File: src/rtl/cbt_pkg.sv
package cbt_pkg;
    localparam int PRESC_W = 8;
    localparam int SEG_W   = 3;
    localparam int RJW_W   = 2;
    localparam int CNT_W   = SEG_W + 1;
    localparam int ERR_W   = CNT_W + 1;

    typedef enum logic [1:0] {
        SEG_SYNC = 2'd0,
        SEG_PROP = 2'd1,
        SEG_PH1  = 2'd2,
        SEG_PH2  = 2'd3
    } seg_e;

    typedef struct packed {
        logic [PRESC_W-1:0] presc;
        logic [RJW_W-1:0]   rjw;
        logic [SEG_W-1:0]   ph1;
        logic [SEG_W-1:0]   ph2;
    } timing_cfg_t;
endpackage

File: src/rtl/cbt_cfg_regs.sv
module cbt_cfg_regs
    import cbt_pkg::*;
#(
    parameter bit CLAMP_PH2 = 1'b1
) (
    input  logic               clk,
    input  logic               rst_n,
    input  logic               freeze_i,
    input  logic               we_i,
    input  logic [PRESC_W-1:0] presc_i,
    input  logic [RJW_W-1:0]   rjw_i,
    input  logic [SEG_W-1:0]   ph1_i,
    input  logic [SEG_W-1:0]   ph2_i,
    output timing_cfg_t        cfg_o
);
    logic [SEG_W-1:0] ph2_w;

    generate
        if (CLAMP_PH2) begin : g_clamp
            assign ph2_w = (ph2_i == '0) ? SEG_W'(1) : ph2_i;
        end else begin : g_raw
            assign ph2_w = ph2_i;
        end
    endgenerate

    always_ff @(posedge clk or negedge rst_n) begin
        if (!rst_n) begin
            cfg_o.presc <= '0;
            cfg_o.rjw   <= '0;
            cfg_o.ph1   <= SEG_W'(3);
            cfg_o.ph2   <= SEG_W'(3);
        end else if (we_i && freeze_i) begin
            cfg_o.presc <= presc_i;
            cfg_o.rjw   <= rjw_i;
            cfg_o.ph1   <= ph1_i;
            cfg_o.ph2   <= ph2_w;
        end
    end

    // outside freeze a write leaves the stored timing untouched
    a_r3_locked_outside_freeze: assert property (@(posedge clk) disable iff (!rst_n)
        !(we_i && freeze_i) |=> $stable(cfg_o));

    // the stored phase 2 value never falls to zero
    a_r4_ph2_floor: assert property (@(posedge clk) disable iff (!rst_n)
        we_i && freeze_i |=> cfg_o.ph2 != '0);
endmodule

File: src/rtl/cbt_tq_prescaler.sv
module cbt_tq_prescaler
    import cbt_pkg::*;
(
    input  logic               clk,
    input  logic               rst_n,
    input  logic [PRESC_W-1:0] presc_i,
    output logic               tq_en_o
);
    logic [PRESC_W-1:0] cnt_q;

    assign tq_en_o = (cnt_q >= presc_i);

    always_ff @(posedge clk or negedge rst_n) begin
        if (!rst_n) begin
            cnt_q <= '0;
        end else if (tq_en_o) begin
            cnt_q <= '0;
        end else begin
            cnt_q <= cnt_q + 1'b1;
        end
    end

    // each quantum tick restarts the divider
    a_r1_restart: assert property (@(posedge clk) disable iff (!rst_n)
        tq_en_o |=> cnt_q == '0);

    // between ticks the divider advances by exactly one
    a_r1_count_up: assert property (@(posedge clk) disable iff (!rst_n)
        !tq_en_o |=> cnt_q == $past(cnt_q) + 1'b1);
endmodule

File: src/rtl/cbt_seg_fsm.sv
module cbt_seg_fsm
    import cbt_pkg::*;
(
    input  logic             clk,
    input  logic             rst_n,
    input  logic             tq_en_i,
    input  timing_cfg_t      cfg_i,
    input  logic [SEG_W-1:0] prop_i,
    input  logic             hard_sync_i,
    input  logic             rx_i,
    output seg_e             seg_o,
    output logic             sample_o,
    output logic             bit_end_o,
    output logic             rx_bit_o
);
    seg_e             state_q, state_d;
    logic [CNT_W-1:0] cnt_q, cnt_d;
    logic [CNT_W-1:0] ext_q, ext_d;
    logic [CNT_W-1:0] shr_q, shr_d;
    logic             done_q, done_d;
    logic             rx_prev_q;
    logic             rx_bit_q;

    logic             fall;
    logic             hsync;
    logic             resync_ok;
    logic [CNT_W-1:0] jump;
    logic [ERR_W-1:0] err;
    logic [CNT_W-1:0] ext_new, ext_eff;
    logic [CNT_W-1:0] rem, shr_new, shr_eff;
    logic             ph1_end, ph2_end;

    // edge qualification and correction amounts
    always_comb begin
        fall      = tq_en_i && rx_prev_q && !rx_i;
        hsync     = fall && hard_sync_i;
        resync_ok = fall && !hard_sync_i && !done_q && (state_q != SEG_SYNC);
        jump      = CNT_W'(cfg_i.rjw) + 1'b1;

        if (state_q == SEG_PROP) begin
            err = ERR_W'(cnt_q) + 1'b1;
        end else begin
            err = ERR_W'(prop_i) + ERR_W'(cnt_q) + ERR_W'(2);
        end
        ext_new = (err < ERR_W'(jump)) ? CNT_W'(err) : jump;
        ext_eff = (resync_ok && (state_q == SEG_PROP || state_q == SEG_PH1))
                  ? ext_new : ext_q;

        rem     = CNT_W'(cfg_i.ph2) - cnt_q;
        shr_new = (rem < jump) ? rem : jump;
        shr_eff = (resync_ok && state_q == SEG_PH2) ? shr_new : shr_q;

        ph1_end = (cnt_q == CNT_W'(cfg_i.ph1) + ext_eff);
        ph2_end = (cnt_q == CNT_W'(cfg_i.ph2) - shr_eff);
    end

    // next-state logic
    always_comb begin
        state_d = state_q;
        cnt_d   = cnt_q;
        ext_d   = ext_q;
        shr_d   = shr_q;
        done_d  = done_q;
        if (tq_en_i) begin
            if (hsync) begin
                state_d = SEG_PROP;
                cnt_d   = '0;
                ext_d   = '0;
                shr_d   = '0;
                done_d  = 1'b1;
            end else begin
                unique case (state_q)
                    SEG_SYNC: begin
                        state_d = SEG_PROP;
                        cnt_d   = '0;
                        ext_d   = '0;
                        shr_d   = '0;
                        done_d  = fall;
                    end
                    SEG_PROP: begin
                        if (resync_ok) begin
                            ext_d  = ext_new;
                            done_d = 1'b1;
                        end
                        if (cnt_q == CNT_W'(prop_i)) begin
                            state_d = SEG_PH1;
                            cnt_d   = '0;
                        end else begin
                            cnt_d = cnt_q + 1'b1;
                        end
                    end
                    SEG_PH1: begin
                        if (resync_ok) begin
                            ext_d  = ext_new;
                            done_d = 1'b1;
                        end
                        if (ph1_end) begin
                            state_d = SEG_PH2;
                            cnt_d   = '0;
                        end else begin
                            cnt_d = cnt_q + 1'b1;
                        end
                    end
                    SEG_PH2: begin
                        if (resync_ok) begin
                            shr_d  = shr_new;
                            done_d = 1'b1;
                        end
                        if (ph2_end) begin
                            state_d = SEG_SYNC;
                            cnt_d   = '0;
                        end else begin
                            cnt_d = cnt_q + 1'b1;
                        end
                    end
                endcase
            end
        end
    end

    // state register
    always_ff @(posedge clk or negedge rst_n) begin
        if (!rst_n) begin
            state_q   <= SEG_SYNC;
            cnt_q     <= '0;
            ext_q     <= '0;
            shr_q     <= '0;
            done_q    <= 1'b0;
            rx_prev_q <= 1'b1;
            rx_bit_q  <= 1'b1;
        end else begin
            state_q <= state_d;
            cnt_q   <= cnt_d;
            ext_q   <= ext_d;
            shr_q   <= shr_d;
            done_q  <= done_d;
            if (tq_en_i) begin
                rx_prev_q <= rx_i;
            end
            if (sample_o) begin
                rx_bit_q <= rx_i;
            end
        end
    end

    // outputs
    always_comb begin
        seg_o     = state_q;
        sample_o  = tq_en_i && !hsync && (state_q == SEG_PH1) && ph1_end;
        bit_end_o = tq_en_i && !hsync && (state_q == SEG_PH2) && ph2_end;
        rx_bit_o  = rx_bit_q;
    end

    // segments only advance on quantum ticks
    a_r2_hold_between_ticks: assert property (@(posedge clk) disable iff (!rst_n)
        !tq_en_i |=> $stable(state_q) && $stable(cnt_q));

    // sync always lasts exactly one quantum
    a_r2_sync_one_tq: assert property (@(posedge clk) disable iff (!rst_n)
        tq_en_i && state_q == SEG_SYNC |=> state_q == SEG_PROP);

    // sample and boundary never coincide
    a_r2_pulses_apart: assert property (@(posedge clk) disable iff (!rst_n)
        !(sample_o && bit_end_o));

    // captured bit only changes after a sample
    a_r5_rx_bit_hold: assert property (@(posedge clk) disable iff (!rst_n)
        !sample_o |=> $stable(rx_bit_o));

    // lengthening never exceeds the jump width
    a_r6_ext_bounded: assert property (@(posedge clk) disable iff (!rst_n)
        ext_q <= jump);

    // shortening never exceeds the jump width
    a_r7_shr_bounded: assert property (@(posedge clk) disable iff (!rst_n)
        shr_q <= jump);

    // once a bit has resynchronized, its phase 1 extension is frozen
    a_r8_single_resync: assert property (@(posedge clk) disable iff (!rst_n)
        done_q && state_q == SEG_PH1 && !hard_sync_i |=> $stable(ext_q));
endmodule

File: src/rtl/can_bit_timer.sv
module can_bit_timer
    import cbt_pkg::*;
(
    input  logic               clk,
    input  logic               rst_n,
    input  logic               freeze_i,
    input  logic               cfg_we_i,
    input  logic [PRESC_W-1:0] cfg_presc_i,
    input  logic [RJW_W-1:0]   cfg_rjw_i,
    input  logic [SEG_W-1:0]   cfg_ph1_i,
    input  logic [SEG_W-1:0]   cfg_ph2_i,
    input  logic [SEG_W-1:0]   prop_i,
    input  logic               hard_sync_i,
    input  logic               rx_i,
    output logic               tq_en_o,
    output logic               sample_o,
    output logic               bit_end_o,
    output logic               rx_bit_o,
    output logic [1:0]         seg_o
);
    timing_cfg_t cfg;
    seg_e        seg;

    cbt_cfg_regs #(.CLAMP_PH2(1'b1)) u_cfg (
        .clk      (clk),
        .rst_n    (rst_n),
        .freeze_i (freeze_i),
        .we_i     (cfg_we_i),
        .presc_i  (cfg_presc_i),
        .rjw_i    (cfg_rjw_i),
        .ph1_i    (cfg_ph1_i),
        .ph2_i    (cfg_ph2_i),
        .cfg_o    (cfg)
    );

    cbt_tq_prescaler u_presc (
        .clk     (clk),
        .rst_n   (rst_n),
        .presc_i (cfg.presc),
        .tq_en_o (tq_en_o)
    );

    cbt_seg_fsm u_fsm (
        .clk         (clk),
        .rst_n       (rst_n),
        .tq_en_i     (tq_en_o),
        .cfg_i       (cfg),
        .prop_i      (prop_i),
        .hard_sync_i (hard_sync_i),
        .rx_i        (rx_i),
        .seg_o       (seg),
        .sample_o    (sample_o),
        .bit_end_o   (bit_end_o),
        .rx_bit_o    (rx_bit_o)
    );

    assign seg_o = seg;
endmodule

File: config.mk
export PLATFORM = sky130hd
export DESIGN_NAME = can_bit_timer
export DESIGN_NICKNAME = d
export VERILOG_FILES = /design/src/rtl/cbt_pkg.sv /design/src/rtl/cbt_cfg_regs.sv /design/src/rtl/cbt_tq_prescaler.sv /design/src/rtl/cbt_seg_fsm.sv /design/src/rtl/can_bit_timer.sv
export SDC_FILE = /design/constraint.sdc
export NUM_CORES = 1
export LEC_CHECK = 0
export ABC_AREA = 1
export BUFFER_PORTS_ARGS = -buffer_cell sky130_fd_sc_hd__buf_2
export CELL_PAD_IN_SITES_DETAIL_PLACEMENT = 0
export CELL_PAD_IN_SITES_GLOBAL_PLACEMENT = 1
export CORE_UTILIZATION = 35
export CTS_BUF_LIST = sky130_fd_sc_hd__clkbuf_4
export DETAILED_ROUTE_END_ITERATION = 8
export PLACE_DENSITY_LB_ADDON = 0.1
export SLEW_MARGIN = 5
export SYNTH_ARGS = -nofsm -noshare
export SYNTH_HDL_FRONTEND = slang
export SYNTH_SLANG_ARGS = --single-unit
export TNS_END_PERCENT = 10
File: constraint.sdc
create_clock -name clk -period 4.21 [get_ports clk]
set_input_delay 0.6315 -clock clk [delete_from_list [all_inputs] [get_ports clk]]
set_output_delay 0.6315 -clock clk [all_outputs]
set_load 0.02 [all_outputs]
==> Flow_metrics.wiki <==
{| class="wikitable"
! Metric !! Value
|-
| Outcome || finished with violations
|-
| Failing checks || setup timing
|-
| CTS tree || built
|-
| Average size of a mapped cell || 7.89 sq um
|-
| Vias || 2544
|-
| DRC violations left || 0
|-
| Count of placed standard cells including taps || 541
|-
| Relative slew margins || 36.3%
|-
| Instance area after placement || 3530 sq um
|-
| Layout Utilization || 48.0%
|-
| All-layer global routing usage || 17.7%
|-
| Clock sink total || 41
|-
| Instance count of the mapped netlist || 377
|-
| Routed WL per cell || 12.5 um
|-
| Count of yosys warnings during synthesis || 0
|-
| CTS root buffer || clkbuf_4
|-
| Crit-path max FO || 5
|-
| Vias in the first global route || 2582
|-
| Number of cells traversed by the worst register-to-register path || 23
|-
| Share of synthesized registers carrying an async set or reset || 100%
|-
| Largest cells by area after synthesis || dfrtp_1 (29%), ha_1 (14%), nand2_1 (14%)
|-
| CP Data Arrival Time || 4.20 ns
|-
| Synth cell types || 39
|-
| Required time reported for the critical path endpoint || 3.58 ns
|-
| Number of buffers created by CTS || 5
|-
| Hold Path Class || in2async
|-
| Predominant post-synthesis flop cell || dfrtp_1
|-
| CP Launch Type || register
|-
| Placer Congestion || 0.742
|-
| Flip-flop and latch count after synthesis || 41
|-
| Signed area change from the synthesized netlist to the final layout || 32.5%
|-
| Antenna violations before repair || 0
|-
| Maximum clock frequency || 207 MHz
|-
| Average vias per placed instance || 4.51
|-
| Die area || 8870 sq um
|-
| Fraction of the cycle the final worst path needs || 115%
|-
| Final standard cell count with taps included and fillers excluded || 564
|-
| Static power due to leakage || 2.07 nW
|-
| Final Hold Fails || 0
|-
| Worst hold slack || 0.408 ns
|-
| Share of Yosys cell area claimed by the top area cell type || 29.4%
|-
| Startpoint of the worst-slack reg-to-reg timing path || u_cfg.cfg_o[0]
|-
| Port bufs || 30
|-
| Starting density of the core || 36.2%
|-
| Clock Skew || 0.00986 ns
|-
| Max-capacitance violation count || 0
|-
| Sequential area share after synthesis || 34.7%
|-
| Clock transition time at the flip-flop clock pins of the worst setup and hold paths || 0.14 ns
|-
| Setup Viol. Count Final || 3
|-
| DPL Wire Length || 5190 um
|-
| Actual slew at the worst max-slew pin || 0.955 ns
|-
| Number of nets produced by synthesis || 440
|-
| I/O pin cnt || 31
|-
| Antenna cells || 0
|-
| Crit end category || output port
|-
| RSZ-0062 raised after global routing || true
|-
| H-tree level count || 2
|-
| Share of final-layout standard cells stronger than drive strength 1 || 33.6%
|-
| Drt total wl || 7030 um
|-
| Final antenna-violating net count || 0
|-
| TritonRoute pass-1 iters || 5
|-
| Min Tclk post-route || 4.83 ns
|-
| Mapped Area || 2980 sq um
|-
| Register-to-register path setup slack || 0 ns
|-
| Library cell occupying the most area in the post-synthesis netlist || dfrtp_1
|-
| Final Slew Violations || 0
|-
| Worst vdd ir || 238 uV
|-
| Maximum number of pins on one net before global-route repair || 42
|-
| Post-cts hold buffer count || 0
|-
| CP Class || reg2out
|-
| Final net count || 521
|-
| Power per Cell Area || 721 nW/um^2
|-
| Finished Cell Area || 3940 sq um
|-
| Worst setup slack after layout || -0.618 ns
|-
| First-pass GRT wire length || 12100 um
|-
| Row cnt || 33
|-
| Worst-Skew Late Latency || 0.36 ns
|-
| Global-route congestion overflow total || 0
|-
| Pre-CTS WS || -0.690 ns
|-
| Die Y-Extent || 94.2 um
|-
| X dimension of the die || 94.2 um
|-
| Number of enable-type register cells in the synthesized netlist || 0
|-
| DRT iter0 DRCs || 75
|-
| Placeable Area || 8220 sq um
|-
| Clock tree buffer depth || 2
|-
| Capture instance of the worst register-to-register path || u_fsm.cnt_q[1]
|}
[critical path, stage by stage (launching register included)]
cell and delay, ns:
dfstp_2 0.56, inv_2 0.05, ha_4 0.15, fa_1 0.54, inv_2 0.07, ha_4 0.21
a21o_1 0.18, a21oi_2 0.17, nand3_4 0.13, buf_6 0.14, o21ai_2 0.11, nand2_1 0.08
nand2_2 0.10, ha_4 0.14, fa_2 0.45, xnor2_2 0.15, nor3_2 0.19, nand2_2 0.11
nor3b_2 0.15, buf_4 0.15
[how the worst max path moves through the flow]
stage	from	to	depth (start not counted)
floorplan	prop_i[1]	sample_o	21
CTS	u_cfg.cfg_o[0]	bit_end_o	19
global route	u_cfg.cfg_o[0]	bit_end_o	19
global placement	prop_i[1]	sample_o	23
finish	u_cfg.cfg_o[0]	bit_end_o	19
detailed placement	prop_i[1]	sample_o	23
[synth_stat cells, types with 2 or more instances]
master and instances:
a21oi_1 12, and3_1 2, buf_2 2, clkbuf_1 3, dfrtp_1 35, dfstp_2 6, fa_1 4, ha_1 34
inv_1 52, inv_2 5, nand2_1 109, nand2_2 3, nand2_4 5, nand3_1 15, nand3_2 5, nand4_1 3
nor2_1 18, nor3_1 6, o21ai_0 20, o21ai_1 7, xnor2_1 5, xor2_1 9
[metrics by stage]
stage / total power [mW] / setup TNS, ns
after floorplan: 1.62 / -0.706
after global placement: 2.13 / -2.65
after detailed placement: 2.14 / -3.07
after CTS: 2.70 / -1.95
after global routing: 3.12 / -3.08
final: 2.84 / -1.19
[logic make-up after synthesis]
| kind of cell | after synthesis | share of synthesized area (%) |
|---|---|---|
| and+or+nand+nor | 174 | 27.4 |
| buffers and inverters | 64 | 8.28 |
| DFF | 41 | 34.7 |
| AOI/OAI and AO/OA | 46 | 8.45 |
| xor gates and xnor gates | 14 | 4.12 |
| adders and majority gates | 38 | 17.0 |
[cells in the final DEF (no fill, tap or decap), types with 2 or more instances in the layout]
cell type	instances
a21oi_1	8
o21ai_2	6
nand2_1	104
nand3_1	13
dfrtp_1	35
buf_2	28
o21ai_0	17
fa_1	2
o21ai_1	2
nand3_4	3
buf_6	7
clkinv_2	2
xor2_1	8
inv_1	50
nand4_1	3
a21oi_2	3
clkbuf_4	6
nor3_2	2
xnor2_1	4
o21ai_4	2
nand2_2	8
fa_2	2
nor2_1	18
inv_2	7
dfstp_2	6
nor3_1	4
nand3_2	5
nand2_4	5
ha_2	2
ha_4	6
and3_1	2
buf_4	44
ha_1	26
[report_power, final]
| part | internal, mW | total, mW | switching (mW) |
|---|---|---|---|
| sequential | 0.508 | 0.579 | 0.0704 |
| clock | 0.131 | 0.274 | 0.143 |
| combinational | 0.954 | 1.99 | 1.04 |
[final cells by class]
class	count	area, sq um
multi-input combinational	272	1920
clock buffer	6	45.0
sequential	41	1030
clock inverter	2	35.0
timing repair buffer	79	549
tap	105	131
inverter	59	225
fill	815	4280
[routing by layer]
metal | part of all wire [%] | track usage, % | vias to the layer above
met1 | 47 | 22.3 | 1153
met3 | 2.1 | 2.99 | 5
li1 | - | - | 1361
met5 | 0 | 0 | -
met4 | 0.91 | 3.85 | 0
met2 | 50 | 31.5 | 25
[sequential cells by signal, summed over array words and instances, names as in the netlist]
signal	cells
u_fsm.rx_bit_o	1
u_fsm.rx_prev_q	1
u_fsm.done_q	1
u_fsm.ext_q	4
u_fsm.shr_q	4
u_fsm.cnt_q	4
u_cfg.cfg_o	16
u_fsm.seg_o	2
u_presc.cnt_q	8
[what timing repair did]
action | 4_1_cts | 5_1_grt
setup buffers | 14 | 1
pin swaps | 22 | 16
resized for setup | 29 | 19
setup endpoints to repair | 8 | 9
Power figures use the tool's default switching activity.
